$ cat src/rtl/page_evict_pkg.sv
package page_evict_pkg;
  typedef enum logic {ST_IDLE, ST_SCAN} scan_st_e;
endpackage

$ cat src/rtl/lru_rank.sv
module lru_rank #(
  parameter int NUM_FRAMES = 8,
  localparam int IDX_W = $clog2(NUM_FRAMES)
) (
  input  logic             clk_i,
  input  logic             rst_ni,
  input  logic             touch_i,
  input  logic [IDX_W-1:0] touch_frame_i,
  input  logic [IDX_W-1:0] query_rank_i,
  output logic [IDX_W-1:0] query_frame_o,
  output logic [IDX_W-1:0] lru_frame_o
);
  localparam logic [IDX_W-1:0] MRU = IDX_W'(NUM_FRAMES - 1);

  logic [IDX_W-1:0] rank_q [NUM_FRAMES];
  logic [IDX_W-1:0] old_rank;
  logic [NUM_FRAMES-1:0] q_match, lru_match;

  assign old_rank = rank_q[touch_frame_i];

  always_ff @(posedge clk_i or negedge rst_ni) begin
    if (!rst_ni) begin
      for (int g = 0; g < NUM_FRAMES; g++) rank_q[g] <= IDX_W'(g);
    end else if (touch_i) begin
      for (int g = 0; g < NUM_FRAMES; g++) begin
        if (IDX_W'(g) == touch_frame_i) rank_q[g] <= MRU;
        else if (rank_q[g] > old_rank) rank_q[g] <= rank_q[g] - IDX_W'(1);
      end
    end
  end

  for (genvar g = 0; g < NUM_FRAMES; g++) begin : g_match
    assign q_match[g]   = (rank_q[g] == query_rank_i);
    assign lru_match[g] = (rank_q[g] == '0);
  end

  always_comb begin
    query_frame_o = '0;
    lru_frame_o   = '0;
    for (int g = 0; g < NUM_FRAMES; g++) begin
      if (q_match[g])   query_frame_o = IDX_W'(g);
      if (lru_match[g]) lru_frame_o   = IDX_W'(g);
    end
  end


  rank_perm_chk: assert property (@(posedge clk_i) disable iff (!rst_ni)
    $countones(lru_match) == 1 && $countones(q_match) == 1);

  touch_mru_chk: assert property (@(posedge clk_i) disable iff (!rst_ni)
    touch_i |=> lru_frame_o != $past(touch_frame_i) || NUM_FRAMES == 1);
endmodule

$ cat src/rtl/frame_state.sv
module frame_state #(
  parameter int NUM_FRAMES = 8,
  parameter int BLK_W = 4,
  localparam int IDX_W = $clog2(NUM_FRAMES)
) (
  input  logic             clk_i,
  input  logic             rst_ni,
  input  logic             touch_i,
  input  logic [IDX_W-1:0] touch_frame_i,
  input  logic             touch_write_i,
  input  logic             fill_i,
  input  logic [IDX_W-1:0] fill_frame_i,
  input  logic [BLK_W-1:0] fill_blk_i,
  input  logic             fill_write_i,
  input  logic             clr_i,
  input  logic [IDX_W-1:0] clr_frame_i,
  input  logic [IDX_W-1:0] cand_frame_i,
  input  logic [IDX_W-1:0] victim_frame_i,
  output logic             cand_dirty_o,
  output logic [BLK_W-1:0] cand_blk_o,
  output logic [BLK_W-1:0] victim_blk_o
);
  logic [NUM_FRAMES-1:0] dirty_q;
  logic [BLK_W-1:0]      blk_q [NUM_FRAMES];

  always_ff @(posedge clk_i or negedge rst_ni) begin
    if (!rst_ni) begin
      dirty_q <= '0;
      for (int g = 0; g < NUM_FRAMES; g++) blk_q[g] <= '0;
    end else begin
      if (clr_i) dirty_q[clr_frame_i] <= 1'b0;
      if (touch_i && touch_write_i) dirty_q[touch_frame_i] <= 1'b1;
      if (fill_i) begin
        dirty_q[fill_frame_i] <= fill_write_i;
        blk_q[fill_frame_i]   <= fill_blk_i;
      end
    end
  end

  assign cand_dirty_o = dirty_q[cand_frame_i];
  assign cand_blk_o   = blk_q[cand_frame_i];
  assign victim_blk_o = blk_q[victim_frame_i];


  wb_clear_chk: assert property (@(posedge clk_i) disable iff (!rst_ni)
    clr_i && !(touch_i && touch_write_i && touch_frame_i == clr_frame_i)
          && !(fill_i && fill_frame_i == clr_frame_i)
    |=> !dirty_q[$past(clr_frame_i)]);
endmodule

$ cat src/rtl/victim_scan.sv
module victim_scan
  import page_evict_pkg::*;
#(
  parameter int NUM_FRAMES = 8,
  localparam int IDX_W = $clog2(NUM_FRAMES)
) (
  input  logic             clk_i,
  input  logic             rst_ni,
  input  logic             fault_i,
  input  logic [IDX_W-1:0] cand_frame_i,
  input  logic             cand_dirty_i,
  input  logic             has_cluster_i,
  input  logic             can_create_i,
  input  logic [IDX_W-1:0] lru_frame_i,
  output logic [IDX_W-1:0] scan_idx_o,
  output logic             busy_o,
  output logic             done_o,
  output logic [IDX_W-1:0] victim_frame_o,
  output logic             writeback_o
);
  localparam logic [IDX_W-1:0] LAST = IDX_W'(NUM_FRAMES - 1);

  scan_st_e         state_q;
  logic [IDX_W-1:0] idx_q;
  logic             defer;

  assign defer      = cand_dirty_i && !has_cluster_i && !can_create_i;
  assign scan_idx_o = idx_q;
  assign busy_o     = (state_q == ST_SCAN);

  always_ff @(posedge clk_i or negedge rst_ni) begin
    if (!rst_ni) begin
      state_q        <= ST_IDLE;
      idx_q          <= '0;
      done_o         <= 1'b0;
      victim_frame_o <= '0;
      writeback_o    <= 1'b0;
    end else begin
      done_o <= 1'b0;
      unique case (state_q)
        ST_IDLE: if (fault_i) begin
          state_q <= ST_SCAN;
          idx_q   <= '0;
        end
        ST_SCAN: begin
          if (!defer) begin
            done_o         <= 1'b1;
            victim_frame_o <= cand_frame_i;
            writeback_o    <= cand_dirty_i;
            state_q        <= ST_IDLE;
          end else if (idx_q == LAST) begin
            // every candidate deferred: force LRU out
            done_o         <= 1'b1;
            victim_frame_o <= lru_frame_i;
            writeback_o    <= 1'b1;
            state_q        <= ST_IDLE;
          end else begin
            idx_q <= idx_q + IDX_W'(1);
          end
        end
        default: state_q <= ST_IDLE;
      endcase
    end
  end


  done_pulse_chk: assert property (@(posedge clk_i) disable iff (!rst_ni)
    done_o |=> !done_o);

  clean_take_chk: assert property (@(posedge clk_i) disable iff (!rst_ni)
    busy_o && !cand_dirty_i |=> done_o && !writeback_o);

  dirty_take_chk: assert property (@(posedge clk_i) disable iff (!rst_ni)
    busy_o && cand_dirty_i && (has_cluster_i || can_create_i) |=> done_o && writeback_o);

  defer_skip_chk: assert property (@(posedge clk_i) disable iff (!rst_ni)
    busy_o && defer && idx_q != LAST |=> busy_o && !done_o && idx_q == IDX_W'($past(idx_q) + IDX_W'(1)));

  force_lru_chk: assert property (@(posedge clk_i) disable iff (!rst_ni)
    busy_o && defer && idx_q == LAST |=> done_o && writeback_o && victim_frame_o == $past(lru_frame_i));
endmodule

$ cat src/rtl/page_evict_sel.sv
module page_evict_sel #(
  parameter int NUM_FRAMES = 8,
  parameter int BLK_W = 4,
  localparam int IDX_W = $clog2(NUM_FRAMES)
) (
  input  logic             clk_i,
  input  logic             rst_ni,
  input  logic             touch_i,
  input  logic [IDX_W-1:0] touch_frame_i,
  input  logic             touch_write_i,
  input  logic             fill_i,
  input  logic [IDX_W-1:0] fill_frame_i,
  input  logic [BLK_W-1:0] fill_blk_i,
  input  logic             fill_write_i,
  input  logic             wb_done_i,
  input  logic [IDX_W-1:0] wb_done_frame_i,
  input  logic             fault_i,
  output logic             busy_o,
  output logic [BLK_W-1:0] wb_query_blk_o,
  input  logic             wb_has_cluster_i,
  input  logic             wb_can_create_i,
  output logic             done_o,
  output logic [IDX_W-1:0] victim_frame_o,
  output logic [BLK_W-1:0] victim_blk_o,
  output logic             writeback_o
);
  logic             fill_en, touch_en, fault_en, rank_upd;
  logic [IDX_W-1:0] rank_frame, scan_idx, cand_frame, lru_frame;
  logic             cand_dirty;

  assign fill_en    = fill_i && !busy_o;
  assign touch_en   = touch_i && !fill_i && !busy_o;
  assign fault_en   = fault_i && !busy_o;
  assign rank_upd   = fill_en || touch_en;
  assign rank_frame = fill_en ? fill_frame_i : touch_frame_i;

  lru_rank #(.NUM_FRAMES(NUM_FRAMES)) u_rank (
    .clk_i, .rst_ni,
    .touch_i       (rank_upd),
    .touch_frame_i (rank_frame),
    .query_rank_i  (scan_idx),
    .query_frame_o (cand_frame),
    .lru_frame_o   (lru_frame)
  );

  frame_state #(.NUM_FRAMES(NUM_FRAMES), .BLK_W(BLK_W)) u_state (
    .clk_i, .rst_ni,
    .touch_i        (touch_en),
    .touch_frame_i,
    .touch_write_i,
    .fill_i         (fill_en),
    .fill_frame_i,
    .fill_blk_i,
    .fill_write_i,
    .clr_i          (wb_done_i),
    .clr_frame_i    (wb_done_frame_i),
    .cand_frame_i   (cand_frame),
    .victim_frame_i (victim_frame_o),
    .cand_dirty_o   (cand_dirty),
    .cand_blk_o     (wb_query_blk_o),
    .victim_blk_o
  );

  victim_scan #(.NUM_FRAMES(NUM_FRAMES)) u_scan (
    .clk_i, .rst_ni,
    .fault_i        (fault_en),
    .cand_frame_i   (cand_frame),
    .cand_dirty_i   (cand_dirty),
    .has_cluster_i  (wb_has_cluster_i),
    .can_create_i   (wb_can_create_i),
    .lru_frame_i    (lru_frame),
    .scan_idx_o     (scan_idx),
    .busy_o,
    .done_o,
    .victim_frame_o,
    .writeback_o
  );


  busy_hold_chk: assert property (@(posedge clk_i) disable iff (!rst_ni)
    busy_o && fault_i && !done_o |=> !done_o || busy_o == 1'b0);

  wb_only_done_chk: assert property (@(posedge clk_i) disable iff (!rst_ni)
    $rose(writeback_o) |-> done_o);
endmodule

$ cat config.mk
export PLATFORM = sky130hd
export DESIGN_NAME = page_evict_sel
export DESIGN_NICKNAME = d
export VERILOG_FILES = /design/src/rtl/page_evict_pkg.sv /design/src/rtl/lru_rank.sv /design/src/rtl/frame_state.sv /design/src/rtl/victim_scan.sv /design/src/rtl/page_evict_sel.sv
export SDC_FILE = /design/constraint.sdc
export NUM_CORES = 1
export LEC_CHECK = 0
export BUFFER_PORTS_ARGS = -buffer_cell sky130_fd_sc_hd__buf_4
export CAP_MARGIN = 20
export CORE_MARGIN = 2
export CORE_UTILIZATION = 55
export DETAILED_ROUTE_END_ITERATION = 10
export PLACE_DENSITY = 0.76
export SYNTH_ARGS = -nofsm -noshare
export SYNTH_HDL_FRONTEND = slang
export SYNTH_HIERARCHICAL = 1
export SYNTH_SLANG_ARGS = --single-unit
$ cat constraint.sdc
create_clock -name clk_i -period 3.6 [get_ports clk_i]
set_clock_uncertainty 0.15 [all_clocks]
set_input_delay 0 -clock clk_i [delete_from_list [all_inputs] [get_ports clk_i]]
set_output_delay 0 -clock clk_i [all_outputs]
set_load 0.02 [all_outputs]
; ---- After elaboration in Yosys (flattened, before gate mapping)
; Index checks and enable logic that the tools add are counted.
[op_classes]
n_addsub = 9
order_cmp = 20
eq_ne = 19
mux = 70
bitwise_logic = 8
reduce_logical = 42
[op_table]
columns = op, count
row1 = $mux 3, 32
row2 = $bwmux 32, 1
row3 = $bmux 4 s3, 2
row4 = $gt 3x3->1, 8
row5 = $logic_not 3->1, 8
row6 = $mux 8, 3
row7 = $sub 3x1->3 const B, 8
row8 = $eq 3x3->1, 7
row9 = $mux 4, 5
row10 = $reduce_and 2->1, 9
row11 = $ge 4x4->1 const B, 4
row12 = $lt 3x4->1 const B, 4
row13 = $not 3->4, 4
row14 = $reduce_bool 2->1, 8
row15 = $mux 1, 14
row16 = $demux 4 s3, 1
row17 = $eq 3x3->1 const A, 4
row18 = $logic_and 1x1->1, 11
row19 = $bmux 3 s3, 1
row20 = $demux 1 s3, 3
row21 = $ge 3x1->1 const B, 3
row22 = $and 8x8->8, 1
row23 = $bwmux 8, 1
row24 = $mux 2, 4
row25 = 15 further kinds, 22
[word_totals]
register_bits = 73
in_bits = 23
out_inout_bits = 14
wordCells = 190

; ---- Logic depth before layout (Yosys ltp)
[logic_depth]
word_depth = 14
ltp_mapped = 12
mapped_depth_nobuf = 10

; ---- Cells and area by module
; The synthesis kept the hierarchy.
[modules_own_cells]
columns = mod, n_inst, cells_each, area_per_inst_um2
row1 = lru_rank, 1, 276, 2472.4
row2 = frame_state, 1, 152, 2308.5
row3 = victim_scan, 1, 36, 444.2
row4 = page_evict_sel, 1, 9, 85.1

; ---- Worst setup path after synthesis
; Ideal clock, no wire load.
[synth_timing]
path_type = flip-flop to flip-flop
startpoint = reg u_scan.state_q (netlist: u_scan/busy_o)
endpoint = reg u_rank/rank_q[17] (netlist bit)
arrival_time_ns = 3.186
required_ns = 3.331
path_slack_ns = 0.145
path_stages_with_launch = 12
n_path_buf = 1
synth_period_minus_slack_ns = 3.455
cell_sequence = dfrtp_1 -> nand2b_4 -> mux2_4 -> buf_2 -> mux4_2 -> mux2i_1 -> ha_1 -> nor2b_1 -> o21ai_0 -> a21oi_1 -> a21o_1 -> a21bo_2
[synth_via]
elab_chain_len = 10
elab_cells_between_ends = 14
classes_between = order compare: 1 / eq/ne: 1 / mux: 5 / bitwise: 1 / reduce/logical: 6
[synth_lines]
columns = element, line_no
row1 = "start, declared", victim_scan.sv:23  ; scan_st_e state_q;
row2 = "start signal, assigned", victim_scan.sv:33  ; state_q <= ST_IDLE;
row3 = "start signal, assigned", victim_scan.sv:42  ; state_q <= ST_SCAN;
row4 = "start signal, assigned", victim_scan.sv:50  ; state_q <= ST_IDLE;
row5 = $logic_not 1->1 *, page_evict_sel.sv:31  ; assign fill_en = fill_i && !busy_o;
row6 = $logic_and 1x1->1 *, page_evict_sel.sv:31
row7 = $mux 3 *, page_evict_sel.sv:35  ; assign rank_frame = fill_en ? fill_frame_i : touch_frame_i;
row8 = net rank_frame[0], page_evict_sel.sv:28  ; logic [IDX_W-1:0] rank_frame, scan_idx, cand_frame, lru_frame;
row9 = $not 3->4 (implied by the code), lru_rank.sv:19  ; assign old_rank = rank_q[touch_frame_i];
row10 = $bmux 3 s3, lru_rank.sv:19
row11 = $mux 3 (implied by the code) (2 in series), lru_rank.sv:19
row12 = $gt 3x3->1, lru_rank.sv:27  ; else if (rank_q[g] > old_rank) rank_q[g] <= rank_q[g] - IDX_W'(1);
row13 = $reduce_bool 2->1 (no source line), --
row14 = $reduce_and 2->1 (no source line), --
row15 = "end signal, assigned by index", lru_rank.sv:26  ; if (IDX_W'(g) == touch_frame_i) rank_q[g] <= MRU;
row16 = "end, declared", lru_rank.sv:15  ; logic [IDX_W-1:0] rank_q [NUM_FRAMES];
; Mark *: on every way through the listed nets, which the timed path passes. The rest lies on a longest branch. The select of a mux whose other input is x is not followed.
; A chain may end at the register's enable or synchronous reset.

; ---- Worst setup path in the final report
[layout_timing]
startpoint = reg u_rank/rank_q[16] (netlist bit)
endpoint = reg u_scan.writeback_o
[layout_via]
elab_chain_len = 13
elab_cells_between_ends = 14
classes_between = eq/ne: 2 / mux: 9 / reduce/logical: 3
[layout_lines]
columns = element, line_no
row1 = $eq 3x3->1 *, lru_rank.sv:33  ; assign q_match[g] = (rank_q[g] == query_rank_i);
row2 = $mux 2 * (2 in series), lru_rank.sv:41  ; if (q_match[g]) query_frame_o = IDX_W'(g);
row3 = $mux 3 * (4 in series), lru_rank.sv:41
row4 = net cand_frame[0], page_evict_sel.sv:28
row5 = $bmux 1 s3 *, frame_state.sv:40  ; assign cand_dirty_o = dirty_q[cand_frame_i];
row6 = $mux 1 (implied by the code) *, frame_state.sv:40
row7 = net cand_dirty, page_evict_sel.sv:29  ; logic cand_dirty;
row8 = $logic_and 1x1->1 (2 in series), victim_scan.sv:27  ; assign defer = cand_dirty_i && !has_cluster_i && !can_create_i;
row9 = $ne 2x2->1 (no source line), --
row10 = $reduce_and 2->1 (no source line), --
row11 = "end signal, assigned", victim_scan.sv:49  ; writeback_o <= cand_dirty_i;
row12 = "end, declared", victim_scan.sv:19  ; output logic writeback_o
; Marked as above.

==> summary.txt <==
CTS
  – CTS tree: built
  – Root Buffer: clkbuf_8
  – # resized after CTS: 0
  – Clk sink count: 73
  – Inserted Clock Buffers: 9
  – Worst-Skew Late Latency: roughly 0.36 ns
  – H-tree Lvls: 3
  – Clock tree buffer depth: 2
  – Clock transition at the registers of the reported paths: roughly 0.09 ns

Placed design
  – Gpl congestion: 0.9285
  – Post-Place Setup Slack: ~0.13 ns
  – Hpwl dp: approximately 9.5 mm
  – PortBufs: 36

Synthesis
  – Netlist cell types: 56
  – Synth Cell Area: 5310 sq um
  – Post-synthesis sequential area ratio: 0.3468
  – Most common cell in the synthesized netlist: dfrtp_1
  – #FFs+latches synth: 73
  – YS warnings: 6
  – Synth top area share: 0.2875
  – Net Count, Synth: 537
  – Top post-synthesis cells by count: dfrtp_1, mux2_2, ha_1, inv_1, nand2_1
  – Area contributors post-synth: dfrtp_1, ha_1, mux2_2
  – Mapped Cells: between 400 and 500
  – Ys flop type: dfrtp_1
  – Average size of a mapped cell: between 10 and 15 sq um
  – Number of enable flip-flop cells after synthesis: 0
  – Ys async rst share: 1.000
  – Post-synthesis cell type with the largest combined area: dfrtp_1

Timing
  – Final setup violation count: 0
  – RSZ-0062 raised after global routing: false
  – WHS: 0.1058 ns
  – Peak Freq: between 200 and 300 MHz
  – Crit path time final: around 3.4 ns
  – Final setup TNS: 0 ns
  – Worst-Margin Slew: slightly above 0.9 ns
  – Slew Limit Fails: 0
  – Final Hold Viols: 0
  – Final worst setup slack: about 0.24 ns
  – Slew HR: 0.3788
  – Tcrit/Tclk final: 0.9339

Worst setup path
  – Crit-path cells: xor2_1 -> nor3_1 -> nor4_1 -> nor3_1 -> o31ai_2 -> buf_4 -> mux4_1 -> mux2_2 -> nor4b_4 -> nor2b_2 -> mux2_4
  – Most frequent CP cell: nor3_1
  – R2R setup slack: approximately 0.24 ns
  – Cell family with the largest share of critical-path delay: multiplexers
  – Slowest stage delay, CP: around 0.57 ns
  – Slowest cell on the critical path: dfstp_2
  – Worst R2R Start: u_rank/rank_q[16]
  – Critical path peak fanout: 7
  – Worst Setup SP: u_rank/rank_q[16]
  – CP Class: register to register
  – Element type at the critical path end: register
  – Worst EP required: between 3 and 4 ns
  – Worst Path Arrival: between 3 and 4 ns
  – Buffers and inverters on the worst path: 1
  – Worst setup SP type: register

Route
  – Routed Antenna Nets: 0
  – Drt drc: 0
  – DR WL/cell: slightly below 20 um
  – Drt via density: 6.195
  – DR vias: approximately 4200
  – Wirelength, routed: ~13 mm
  – DRT iter0 DRCs: roughly 210
  – DR pass1 iterations: 5

Finish
  – Layout cells sized above 1: 0.2724
  – # diodes: 0
  – Nets: ~600
  – Layout area overhead: 17.01%

Floorplan
  – Die span in x: ~100 um
  – Initial Utilization: 0.5720
  – Die Footprint: 10460 sq um
  – I/O Pins: 37
  – Core Rows: 35
  – Core region area: 9284 sq um
  – Die Span Y: 102.3 um

Global route
  – Grt ovf: 0
  – First-pass GRT wire length: 21.76 mm
  – Largest net degree at the start of global routing: 74
  – Total GRT Usage: 0.2735
  – Initial antenna violation count: 0
  – Vias in the first global route: between 4000 and 5000

Power and ir drop
  – LEAKAGE: approximately 0.0027 uW
  – Power Dens Cells: about 1000 nW/um^2
  – Max rail drop VDD: about 0.00050 V

Worst hold path
  – HP Class: input port to register
  – HP Start: touch_i

Flow run
  – Max cap viols: 0

Status
  – Outcome: complete, no violations
## where the power goes
| group | switching, uW | internal, uW | leakage (uW) |
|---|---|---|---|
| combinational | 1860 | 1950 | 0.00180 |
| clock | 355 | 326 | 0.0000925 |
| sequential | 452 | 1250 | 0.000860 |
| total | 2670 | 3530 | 0.00275 |
## tightest hold or removal path, stage by stage
cell and delay [ns]:
buf_4 0.11, nor2_1 0.10, nor2_1 0.05, buf_4 0.20, nand3_1 0.09, a21oi_1 0.06
## routing by layer
metal / track usage / share of wire / vias up / wire length [um]
met5: 0 / 0 / - / 0
met4: 0.1097 / 0.025 / 0 / 329
met3: 0.04514 / 0.047 / 27 / 625
met2: 0.4372 / 0.48 / 146 / 6437
met1: 0.3742 / 0.45 / 2108 / 5948
li1: - / - / 1907 / -
## flip-flops by register name (all words and copies together), names as in the netlist
register               cells
u_state/dirty_q            8
u_rank/rank_q             24
u_scan/done_o              1
u_state/blk_q             32
u_scan/writeback_o         1
u_scan/busy_o              1
u_scan/scan_idx_o          3
u_scan/victim_frame_o      3
## path summary, 6_finish.rpt
path | to | cells after the start
max reg2reg | u_scan/writeback_o | 11
max in group asynchronous | u_state/blk_q[13] | 2
max | u_scan/writeback_o | 11
min reg2reg | u_state/blk_q[9] | 1
min | u_rank/rank_q[5] | 6
min in group asynchronous | u_rank/rank_q[10] | 2
## kinds of logic (layout without fill, tap and decap cells)
group                    count (synthesis)  after routing  share of synthesized area
XOR/XNOR                                26             26                    0.04288
buffers and inverters                   48            122                    0.04170
flip-flops                              73             73                     0.3468
AO/OA/AOI/OAI                           87             87                     0.1107
AND/OR/NAND/NOR                        124            124                     0.1414
multiplexers                            74             74                     0.2198
adder cells (fa/ha/maj)                 41             41                    0.09661
## cell type report
type	instances	area, sq um
Multi-Input combinational cell	352	3252
Clock buffer	9	123.9
Sequential cell	73	1842
Timing Repair Buffer	78	650.6
Clock inverter	7	78.83
Fill cell	706	3070
Inverter	28	105.1
Tap cell	129	161.4
## cell usage in the layout, fill, tap and decap left out, types with 5 or more instances in the layout
cell type      synthesis  routed
mux2_2                43      43
nor3_1                 8       8
mux4_1                14      14
dfstp_2               12      12
nand2b_1               9       9
nand2_1               24      24
nand3_1               19      19
ha_1                  41      41
xnor2_1               10      10
o21ai_0               17      17
a21o_1                 5       5
o211ai_1               8       8
nor2b_1               17      17
buf_4                  2      52
mux4_2                10      10
a221oi_1               5       5
dfrtp_1               61      61
a21oi_1               21      21
inv_1                 28      28
clkbuf_8               0       9
a22oi_1                5       5
dlygate4sd3_1          0      26
nor2_1                16      16
xor2_1                16      16
nand4b_1               6       6
## stage by stage
step,utilization,cell area (sq um),power (uW),std cells
6_report,0.6693,6213,6195,676
3_5_place_dp,0.6186,5743,5391,633
3_3_place_gp,0.6186,5743,5194,633
2_1_floorplan,-,5310,4310,473
4_1_cts,0.6685,6206,6142,675
5_1_grt,0.6693,6213,6652,676
## timing repair
item                                    CTS  global route
endpoints found under the setup margin    0             2
setup buffers                             0             1
hold buffers                             26             0
hold endpoints to repair                109             0
(Power assumes the default switching activity.)
